<file path="src/rtl/rxq_pkg.sv">
package rxq_pkg;
  parameter int RXQ_DATA_W = 8;

  typedef struct packed {
    logic brk;
    logic ferr;
    logic perr;
    logic [RXQ_DATA_W-1:0] data;
  } rxEntry_t;

  typedef struct packed {
    logic wrEn;
    logic rdAdv;
    logic clr;
  } rxqStrobe_t;
endpackage

</file>
<file path="src/rtl/rxq_datapath.sv">
module rxq_datapath
  import rxq_pkg::*;
#(
  parameter int DEPTH = 64
) (
  input  logic       clk,
  input  logic       rstN,
  input  rxqStrobe_t strobe,
  input  rxEntry_t   wrEntry,
  output rxEntry_t   headEntry
);
  localparam int AW = (DEPTH > 1) ? $clog2(DEPTH) : 1;

  rxEntry_t       mem [DEPTH];
  logic [AW-1:0]  wrPtr;
  logic [AW-1:0]  rdPtr;

  function automatic logic [AW-1:0] bump(input logic [AW-1:0] p);
    return (p == AW'(DEPTH - 1)) ? '0 : p + 1'b1;
  endfunction

  always_ff @(posedge clk) begin
    if (strobe.wrEn) mem[wrPtr] <= wrEntry;
  end

  always_ff @(posedge clk or negedge rstN) begin
    if (!rstN) begin
      wrPtr <= '0;
      rdPtr <= '0;
    end else if (strobe.clr) begin
      wrPtr <= '0;
      rdPtr <= '0;
    end else begin
      if (strobe.wrEn)  wrPtr <= bump(wrPtr);
      if (strobe.rdAdv) rdPtr <= bump(rdPtr);
    end
  end

  assign headEntry = mem[rdPtr];

  AST_PTR_RESET_ON_CLEAR: assert property (@(posedge clk) disable iff (!rstN)
    strobe.clr |=> (wrPtr == '0 && rdPtr == '0));
endmodule

</file>
<file path="src/rtl/rxq_ctrl.sv">
module rxq_ctrl
  import rxq_pkg::*;
#(
  parameter int DEPTH = 64,
  parameter int CNT_W = $clog2(DEPTH + 1)
) (
  input  logic             clk,
  input  logic             rstN,
  input  logic             pushValid,
  input  logic             popStrobe,
  input  logic             fifoEn,
  input  logic             fifoClear,
  input  logic [CNT_W-1:0] trigLevel,
  input  logic [CNT_W-1:0] hystLevel,
  input  logic             autoRtsEn,
  input  logic             mcrRts,
  output rxqStrobe_t       strobe,
  output logic [CNT_W-1:0] fillLevel,
  output logic             overrun,
  output logic             dataReady,
  output logic             rxIrq,
  output logic             rtsN
);
  localparam int WW = CNT_W + 1;

  logic [CNT_W-1:0] count;
  logic [CNT_W-1:0] capacity;
  logic [CNT_W-1:0] trigEff;
  logic             canPop;
  logic             canPush;
  logic             autoOn;
  logic [WW-1:0]    fillWide;
  logic [WW-1:0]    hiTh;
  logic [WW-1:0]    loTh;
  logic             rtsNext;

  assign capacity = fifoEn ? CNT_W'(DEPTH) : CNT_W'(1);
  assign canPop   = popStrobe && (count != '0);
  assign canPush  = pushValid && ((count < capacity) || canPop);

  always_comb begin
    strobe.clr   = fifoClear;
    strobe.wrEn  = canPush && !fifoClear;
    strobe.rdAdv = canPop && !fifoClear;
  end

  always_ff @(posedge clk or negedge rstN) begin
    if (!rstN) begin
      count   <= '0;
      overrun <= 1'b0;
    end else if (fifoClear) begin
      count   <= '0;
      overrun <= 1'b0;
    end else begin
      case ({canPush, canPop})
        2'b10:   count <= count + 1'b1;
        2'b01:   count <= count - 1'b1;
        default: count <= count;
      endcase
      if (pushValid && !canPush) overrun <= 1'b1;
    end
  end

  assign fillLevel = count;
  assign dataReady = (count != '0);
  assign trigEff   = (trigLevel == '0) ? CNT_W'(1) : trigLevel;
  assign rxIrq     = fifoEn ? (count >= trigEff) : dataReady;

  assign autoOn   = autoRtsEn && mcrRts;
  assign fillWide = WW'(count);
  assign hiTh     = WW'(trigLevel) + WW'(hystLevel);
  assign loTh     = (trigLevel > hystLevel) ? WW'(trigLevel - hystLevel) : '0;

  always_comb begin
    if (!autoOn)               rtsNext = !mcrRts;
    else if (fillWide > hiTh)  rtsNext = 1'b1;
    else if (fillWide < loTh)  rtsNext = 1'b0;
    else                       rtsNext = rtsN;
  end

  always_ff @(posedge clk or negedge rstN) begin
    if (!rstN) rtsN <= 1'b1;
    else       rtsN <= rtsNext;
  end

  AST_FILL_BOUND: assert property (@(posedge clk) disable iff (!rstN)
    fillLevel <= CNT_W'(DEPTH));
  AST_NO_OVERFLOW: assert property (@(posedge clk) disable iff (!rstN)
    (pushValid && !canPush && !fifoClear) |=> (overrun && fillLevel == $past(fillLevel)));
  AST_CLEAR_EMPTY: assert property (@(posedge clk) disable iff (!rstN)
    fifoClear |=> (fillLevel == '0 && !overrun));
  AST_RTS_HOLD_OFF: assert property (@(posedge clk) disable iff (!rstN)
    (autoOn && fillWide > hiTh) |=> rtsN);
  AST_RTS_RELEASE: assert property (@(posedge clk) disable iff (!rstN)
    (autoOn && fillWide < loTh) |=> !rtsN);
  AST_MANUAL_RTS: assert property (@(posedge clk) disable iff (!rstN)
    !autoOn |=> (rtsN == !$past(mcrRts)));
  AST_EMPTY_READ: assert property (@(posedge clk) disable iff (!rstN)
    (popStrobe && fillLevel == '0 && !pushValid && !fifoClear) |=> (fillLevel == '0));
endmodule

</file>
<file path="src/rtl/uart_rx_fifo_rts.sv">
module uart_rx_fifo_rts
  import rxq_pkg::*;
#(
  parameter int DEPTH = 64,
  parameter int CNT_W = $clog2(DEPTH + 1)
) (
  input  logic                  clk,
  input  logic                  rstN,
  input  logic                  pushValid,
  input  logic [RXQ_DATA_W-1:0] pushData,
  input  logic                  pushPerr,
  input  logic                  pushFerr,
  input  logic                  pushBrk,
  input  logic                  popStrobe,
  input  logic                  fifoEn,
  input  logic                  fifoClear,
  input  logic [CNT_W-1:0]      trigLevel,
  input  logic [CNT_W-1:0]      hystLevel,
  input  logic                  autoRtsEn,
  input  logic                  mcrRts,
  output logic [RXQ_DATA_W-1:0] rxData,
  output logic [2:0]            statErr,
  output logic                  dataReady,
  output logic                  overrun,
  output logic [CNT_W-1:0]      fillLevel,
  output logic                  rxIrq,
  output logic                  rtsN
);
  rxqStrobe_t strobe;
  rxEntry_t   wrEntry;
  rxEntry_t   headEntry;

  assign wrEntry = '{brk: pushBrk, ferr: pushFerr, perr: pushPerr, data: pushData};

  rxq_ctrl #(.DEPTH(DEPTH), .CNT_W(CNT_W)) ctrl_i (
    .clk(clk), .rstN(rstN), .pushValid(pushValid), .popStrobe(popStrobe),
    .fifoEn(fifoEn), .fifoClear(fifoClear), .trigLevel(trigLevel),
    .hystLevel(hystLevel), .autoRtsEn(autoRtsEn), .mcrRts(mcrRts),
    .strobe(strobe), .fillLevel(fillLevel), .overrun(overrun),
    .dataReady(dataReady), .rxIrq(rxIrq), .rtsN(rtsN)
  );

  rxq_datapath #(.DEPTH(DEPTH)) data_i (
    .clk(clk), .rstN(rstN), .strobe(strobe), .wrEntry(wrEntry), .headEntry(headEntry)
  );

  assign rxData  = dataReady ? headEntry.data : '0;
  assign statErr = dataReady ? {headEntry.brk, headEntry.ferr, headEntry.perr} : 3'b000;

  AST_STROBE_EXCLUSIVE: assert property (@(posedge clk) disable iff (!rstN)
    strobe.clr |-> !(strobe.wrEn || strobe.rdAdv));
endmodule

</file>
<file path="config.mk">
export PLATFORM = sky130hd
export DESIGN_NAME = uart_rx_fifo_rts
export DESIGN_NICKNAME = d
export VERILOG_FILES = /design/src/rtl/rxq_pkg.sv /design/src/rtl/rxq_datapath.sv /design/src/rtl/rxq_ctrl.sv /design/src/rtl/uart_rx_fifo_rts.sv
export SDC_FILE = /design/constraint.sdc
export NUM_CORES = 1
export LEC_CHECK = 0
export BUFFER_PORTS_ARGS = -buffer_cell sky130_fd_sc_hd__buf_4
export CAP_MARGIN = 30
export CORE_ASPECT_RATIO = 1.75
export CORE_MARGIN = 5
export CORE_UTILIZATION = 50
export DETAILED_ROUTE_END_ITERATION = 10
export GPL_TIMING_DRIVEN = 0
export PLACE_DENSITY = 0.68
export SLEW_MARGIN = 5
export SYNTH_ARGS = -nofsm -noshare
export SYNTH_HDL_FRONTEND = slang
export SYNTH_HIERARCHICAL = 1
export SYNTH_SLANG_ARGS = --single-unit
</file>
<file path="constraint.sdc">
create_clock -name clk -period 3.3 [get_ports clk]
set_clock_uncertainty 0.1 [all_clocks]
set_input_delay 0.66 -clock clk [delete_from_list [all_inputs] [get_ports clk]]
set_output_delay 0.66 -clock clk [all_outputs]
set_load 0.01 [all_outputs]
</file>
==> results.py, run 1 <==
metrics = {
    "setup_path": {
        "crit_family": "compound AO/OA/AOI/OAI gates",
        "reg2reg_slack_ns": 0.11,
        "startpoint_type": "flop",
        "required_ns": 2.54,
        "critPathKind": "flop to output pin",
        "cp_cell_sequence": "buf_12, buf_12, buf_12, mux4_2, a22o_4, a221oi_4, nor3_2, a211o_1, and2_4, buf_6",
        "rr_endpoint": "data_i/mem[5][7]",
        "max_stage_delay_ns": 0.56,
        "path_common_cell": "buf_12",
        "cp.depth": 10,
        "crit_path_max_fanout": 8,
        "arrival_ns": 3.29,
        "critPathCaptureType": "output pin",
        "cpMaxStageDelayCell": "mux4_2",
        "ff2ff_path_depth": 11,
        "timing.rr.start": "ctrl_i/fillLevel[6]",
        "worst-path-buf-inv": 4,
    },
    "hold_path": {
        "min_path_cells": 2,
        "min_from": "mcrRts",
        "holdPathEnd": "ctrl_i/rtsN",
        "hp-class": "input pin to flop",
    },
    "synthesis": {
        "synth.largest_area_cell": "edfxtp_1",
        "syn-cell-area_um2": 29900,
        "synth_area_per_cell_um2": 19.0,
        "synth_top_area_share_pct": 70.7,
        "synth_cells": 1572,
        "syn_nets": 1650,
        "yosysMostFrequentCell": "edfxtp_1",
        "synthDistinctLibCells": 77,
        "yosys_warnings": 6,
        "synthFlopType": "edfxtp_1",
        "synth.area.top_cells": "edfxtp_1 (71%), mux4_2 (12%), ha_1 (1.8%)",
        "async_flop_share_pct": 2.90,
        "ys_ff_latch": 725,
        "yosys-top-cells-count": "edfxtp_1 (704), mux4_2 (161), nor2_1 (109)",
        "seq_area_frac_synth_pct": 72.5,
        "synth-edff-count": 704,
    },
    "floorplan": {
        "core_um2": 59200,
        "start_util_pct": 50.5,
        "die_area_um2": 65000,
        "fp.dieW_um": 195,
        "ios": 55,
        "fp.dieH_um": 333,
        "rows": 118,
    },
    "detailed_routing": {
        "via_per_inst": 6.33,
        "first_iter_violations": 1995,
        "wl_mm": 82.7,
        "drc": 0,
        "vias": 16800,
        "firstDrtPassIters": 5,
        "avgRoutedWirePerCell_um": 31.2,
        "antenna_left": 0,
    },
    "timing": {
        "setup_viol": 11,
        "min_period_over_period_pct": 123,
        "fmax_mhz": 247,
        "grt_setup_unrepaired": "true",
        "worst_pin_slew_ns": 0.954,
        "maxSlewViolCount": 0,
        "timing.final.ws_setup_ns": -0.750,
        "timing.hold.ws_ns": 0.122,
        "min_period_ns": 4.05,
        "final_hold_viol_count": 0,
        "max-slew-margin-rel_pct": 36.4,
    },
    "outcome": {
        "status": "finished with violations",
        "violations": "setup timing",
    },
    "cells_and_area": {
        "final_cells": 2649,
        "drive_above_1_share_pct": 36.9,
        "area.growth.synth_to_final_pct": 20.1,
        "final_net_count": 1899,
        "fill_cells": 4102,
    },
    "clock_tree": {
        "cts.reportedPaths.clkPinSlew_ns": 0.07,
        "cts_root_buffer": "clkbuf_16",
        "clock_latency_ns": 0.63,
        "numCtsBuffers": 57,
        "tritoncts": "done",
        "cts.sink_count": 725,
        "cts_buffer_depth": 3,
        "cts_max_level": 2,
    },
    "global_route": {
        "antenna_found_initial": 1,
        "grt_usage_pct": 25.1,
        "grt_max_degree": 65,
        "grt-ovfl-total": 0,
        "grt_pass1_vias": 16900,
        "grt_pass1_wl_mm": 118,
    },
    "place": {
        "portBuffers": 54,
        "dpl.hpwl_mm": 56.2,
        "gp_congestion": 0.964,
        "dp.cells": 2463,
    },
    "pwr": {
        "leakagePower_uw": 0.0115,
        "ir_worst_vdd_mv": 0.501,
        "powerDensity_nw_per_um2": 627,
    },
    "job": {
        "maxCapViolCount": 0,
    },
}
area by class of cell:
class	count	area, µm²	area share (%)
Sequential cell	725	21700	60.4
Clock inverter	42	389	1.08
Clock buffer	64	1450	4.05
Tap cell	780	976	2.72
Multi-Input combinational cell	737	8710	24.3
Buffer	83	827	2.30
Timing Repair Buffer	192	1760	4.91
Antenna cell	1	2.50	0.00697
Inverter	25	98.8	0.275
flip-flops by register name (all words and copies together), names as in the netlist:
register,count
ctrl_i/rtsN,1
data_i/mem,704
data_i/rdPtr,6
ctrl_i/overrun,1
data_i/wrPtr,6
ctrl_i/fillLevel,7
stage by stage:
stage	util, %	power, µW	area (µm²)	setup TNS (ns)	worst slack (ns)
2_1_floorplan	-	13200	29900	-3.04	-0.0733
3_3_place_gp	52.9	14700	31300	-858.71	-1.53
3_5_place_dp	53.8	14800	31900	-623.35	-1.33
4_1_cts	59.1	22000	35000	-7.77	-0.740
5_1_grt	60.6	23200	35900	-8.59	-0.797
6_report	60.6	22500	35900	-7.52	-0.750
cell usage in the layout, fill, tap and decap left out, types with 7 or more instances in the layout:
cell type	n
nor2_1	55
inv_1	23
a221o_1	7
nand2_1	33
clkinv_2	14
xor2_1	7
buf_12	19
xnor2_1	8
buf_2	9
nand3_1	20
clkinv_1	14
nor2_4	39
clkbuf_1	21
mux2i_1	31
clkbuf_16	58
nand3_2	8
a21oi_1	31
edfxtp_1	704
nand2b_1	20
and2_1	7
mux4_2	161
mux2i_4	7
a31oi_1	7
buf_8	10
dfrtp_1	18
buf_4	160
nor2b_1	15
nor2_2	16
and2_4	8
a21oi_2	7
o21ai_0	15
buf_6	39
a211oi_1	10
a22oi_2	21
a22oi_1	10
ha_1	42
metal layers:
layer | part of all wire, % | track usage [%] | routed length, µm | vias to the layer above
met2 | 54 | 45.4 | 44500 | 900
li1 | - | - | - | 6908
met3 | 6.4 | 3.46 | 5320 | 262
met1 | 33 | 28.5 | 27000 | 8697
met4 | 7.2 | 14.2 | 5960 | 2
met5 | 0.0012 | 0 | 1 | -
repair_timing:
action | in CTS | in global routing
pin swaps | 25 | 37
hold endpoints to repair | 20 | 0
resized for setup | 231 | 107
setup endpoints to repair | 718 | 466
hold buffers | 1 | 0
setup buffers | 30 | 48
cloned | 1 | 1
worst reg2reg max path, cell delays in order, from the launching register on:
cell	delay (ns)
dfrtp_2	0.45
ha_1	0.24
nor4_2	0.32
o2bb2ai_2	0.15
a21oi_1	0.09
nor3b_2	0.20
buf_4	0.17
nor2b_4	0.24
buf_4	0.16
nand3_4	0.25
nor2_4	0.31
buf_4	0.22
worst max path at each step:
stage | startpoint | to | slack (ns)
floorplan | fifoEn | data_i/mem[47][0] | -0.07
global placement | fifoEn | data_i/mem[23][5] | -1.53
detailed placement | fifoEn | data_i/mem[23][1] | -1.33
CTS | data_i/rdPtr[0] | rxData[3] | -0.74
global route | data_i/rdPtr[0] | rxData[4] | -0.80
finish | data_i/rdPtr[0] | rxData[7] | -0.75
cells by family (layout without fill, tap and decap cells):
group,after synthesis,after routing,share of synthesized area [%]
DFF,725,725,72.5
AOI/OAI and AO/OA,185,185,4.48
xor gates and xnor gates,15,15,0.440
other,0,1,0
and+or+nand+nor,283,283,4.68
buffers and inverters,110,406,2.17
adders and majority gates,45,45,1.96
muxes,209,209,13.8
where the power goes:
group	internal [µW]	switching, µW
clock	3660	3180
sequential	10200	146
combinational	2620	2710
total	16400	6040
Power figures use the tool's default switching activity.
==> run 2, diff against run 1 <==
- CTS_BUF_LIST: unset -> sky130_fd_sc_hd__clkbuf_4 sky130_fd_sc_hd__clkbuf_8
==> results.py, run 2 (synthesis gave the netlist of run 1 again) <==
metrics = {
    "global_route": {
        "grt_pass1_wl_mm": 120,
        "antenna_found_initial": 1,
        "grt_usage_pct": 25.6,
        "grt_max_degree": 65,
        "grt_pass1_vias": 17400,
        "grt-ovfl-total": 0,
    },
    "cells_and_area": {
        "final_net_count": 1937,
        "layout_top_registers": "data_i/mem x704, ctrl_i/fillLevel x7",
        "top_register": "data_i/mem",
        "largest_reg_flops": 704,
        "final_cells": 2719,
        "area.growth.synth_to_final_pct": 21.1,
        "layout_common_cells": "edfxtp_1 (704), mux4_2 (161), buf_4 (146), clkbuf_8 (108), nor2_1 (49)",
        "drive_above_1_share_pct": 39.9,
        "final_common_cell": "edfxtp_1",
    },
    "place": {
        "gp_congestion": 0.964,
        "dp.cells": 2463,
        "dpl.hpwl_mm": 56.2,
        "place_ws_ns": -1.33,
        "portBuffers": 54,
    },
    "floorplan": {
        "fp.dieH_um": 333,
        "ios": 55,
        "fp.dieW_um": 195,
        "start_util_pct": 50.5,
        "rows": 118,
        "core_um2": 59200,
        "die_area_um2": 65000,
    },
    "timing": {
        "timing.final.ws_setup_ns": -0.821,
        "setup_viol": 11,
        "min_period_ns": 4.12,
        "worst_pin_slew_ns": 1.00,
        "fmax_mhz": 243,
        "max-slew-margin-rel_pct": 33.3,
        "min_period_over_period_pct": 125,
        "maxSlewViolCount": 0,
        "grt_setup_unrepaired": "true",
        "final_hold_viol_count": 0,
    },
    "detailed_routing": {
        "wl_mm": 83.9,
        "antenna_left": 0,
        "vias": 16900,
        "via_per_inst": 6.22,
        "avgRoutedWirePerCell_um": 30.9,
        "drc": 0,
        "first_iter_violations": 1633,
        "firstDrtPassIters": 9,
    },
    "setup_path": {
        "cp_cell_sequence": "buf_6, buf_16, buf_4, mux4_2, a22oi_2, a21oi_4, a2111oi_4, a311oi_2, and2_1, buf_4",
        "required_ns": 2.54,
        "cpMaxStageDelayCell": "mux4_2",
        "arrival_ns": 3.36,
        "ff2ff_path_depth": 11,
        "max_stage_delay_ns": 0.53,
        "critPathKind": "flop to output pin",
        "path_common_cell": "buf_4",
        "startpoint_type": "flop",
        "critPathCaptureType": "output pin",
        "crit_path_max_fanout": 6,
    },
    "clock_tree": {
        "cts.reportedPaths.clkPinSlew_ns": 0.08,
        "cts_root_buffer": "clkbuf_8",
        "clock_latency_ns": 0.70,
        "tritoncts": "done",
        "cts_buffer_depth": 3,
        "cts.sink_count": 725,
        "numCtsBuffers": 97,
        "cts_max_level": 3,
    },
    "hold_path": {
        "min_path_cells": 2,
        "hp-class": "input pin to flop",
    },
    "pwr": {
        "ir_worst_vdd_mv": 0.486,
        "leakagePower_uw": 0.0117,
        "powerDensity_nw_per_um2": 633,
    },
    "outcome": {
        "status": "finished with violations",
        "violations": "setup timing",
    },
    "job": {
        "maxCapViolCount": 0,
    },
}
==> run 2: final timing paths <==
kind	from	end	slack [ns]
worst max-delay path	data_i/rdPtr[0]	rxData[5]	-0.82
worst min-delay path	mcrRts	ctrl_i/rtsN	0.03
worst max register to register	ctrl_i/fillLevel[6]	data_i/mem[48][6]	0.14
worst min register to register	ctrl_i/overrun	ctrl_i/overrun	0.41
max in group asynchronous	rstN	ctrl_i/rtsN	2.47
min in group asynchronous	rstN	data_i/rdPtr[5]	0.33
==> run 2: final cells by class <==
type,instances,area (µm²)
Clock inverter,36,357
Tap cell,780,976
Antenna cell,1,2.50
Clock buffer,142,1710
Multi-Input combinational cell,737,8670
Sequential cell,725,21700
Buffer,85,903
Timing Repair Buffer,188,1810
Fill cell,4056,23000
Inverter,25,98.8
==> run 2: critical path: cells and delay by family (launching register included) <==
kind,cells,cell delay (ns)
mux,1,0.53
simple gates,1,0.18
buf+inv,4,0.56
flops,1,0.40
compound gates,4,0.98
==> run 2: report_power, final <==
group	switching [µW]	internal [µW]	total, µW
Clock	3270	3890	7160
Combinational	2740	2690	5430
Sequential	144	10200	10300
Total	6160	16800	22900
==> run 2: metrics by stage <==
| step | setup TNS [ns] | hold slack (ns) | area (µm²) | power [µW] | utilization [%] |
|---|---|---|---|---|---|
| floorplan | -3.04 | 0.264 | 29900 | 13200 | - |
| global placement | -858.71 | 0.393 | 31300 | 14700 | 52.9 |
| detailed placement | -623.35 | 0.393 | 31900 | 14800 | 53.8 |
| CTS | -8.24 | 0.0313 | 35600 | 22600 | 60.1 |
| global route | -8.96 | 0.0256 | 36200 | 23700 | 61.1 |
| finish | -7.95 | 0.0317 | 36200 | 22900 | 61.1 |
==> run 2: layer usage <==
layer  part of all wire (%)  vias to the layer above  global-route usage (%)
li1                       -                     7015                       -
met2                     53                      913                    45.9
met5                      0                        -                       0
met1                     32                     8713                    28.6
met3                    6.9                      262                    4.28
met4                    7.4                        0                    15.4
==> run 2: timing repair <==
item	4_1_cts	5_1_grt
gates resized for setup	271	81
hold endpoints to repair	20	0
cloned	3	0
buffers inserted	40	33
endpoints found under the setup margin	718	470
hold buffers	1	0
pin swaps	39	25
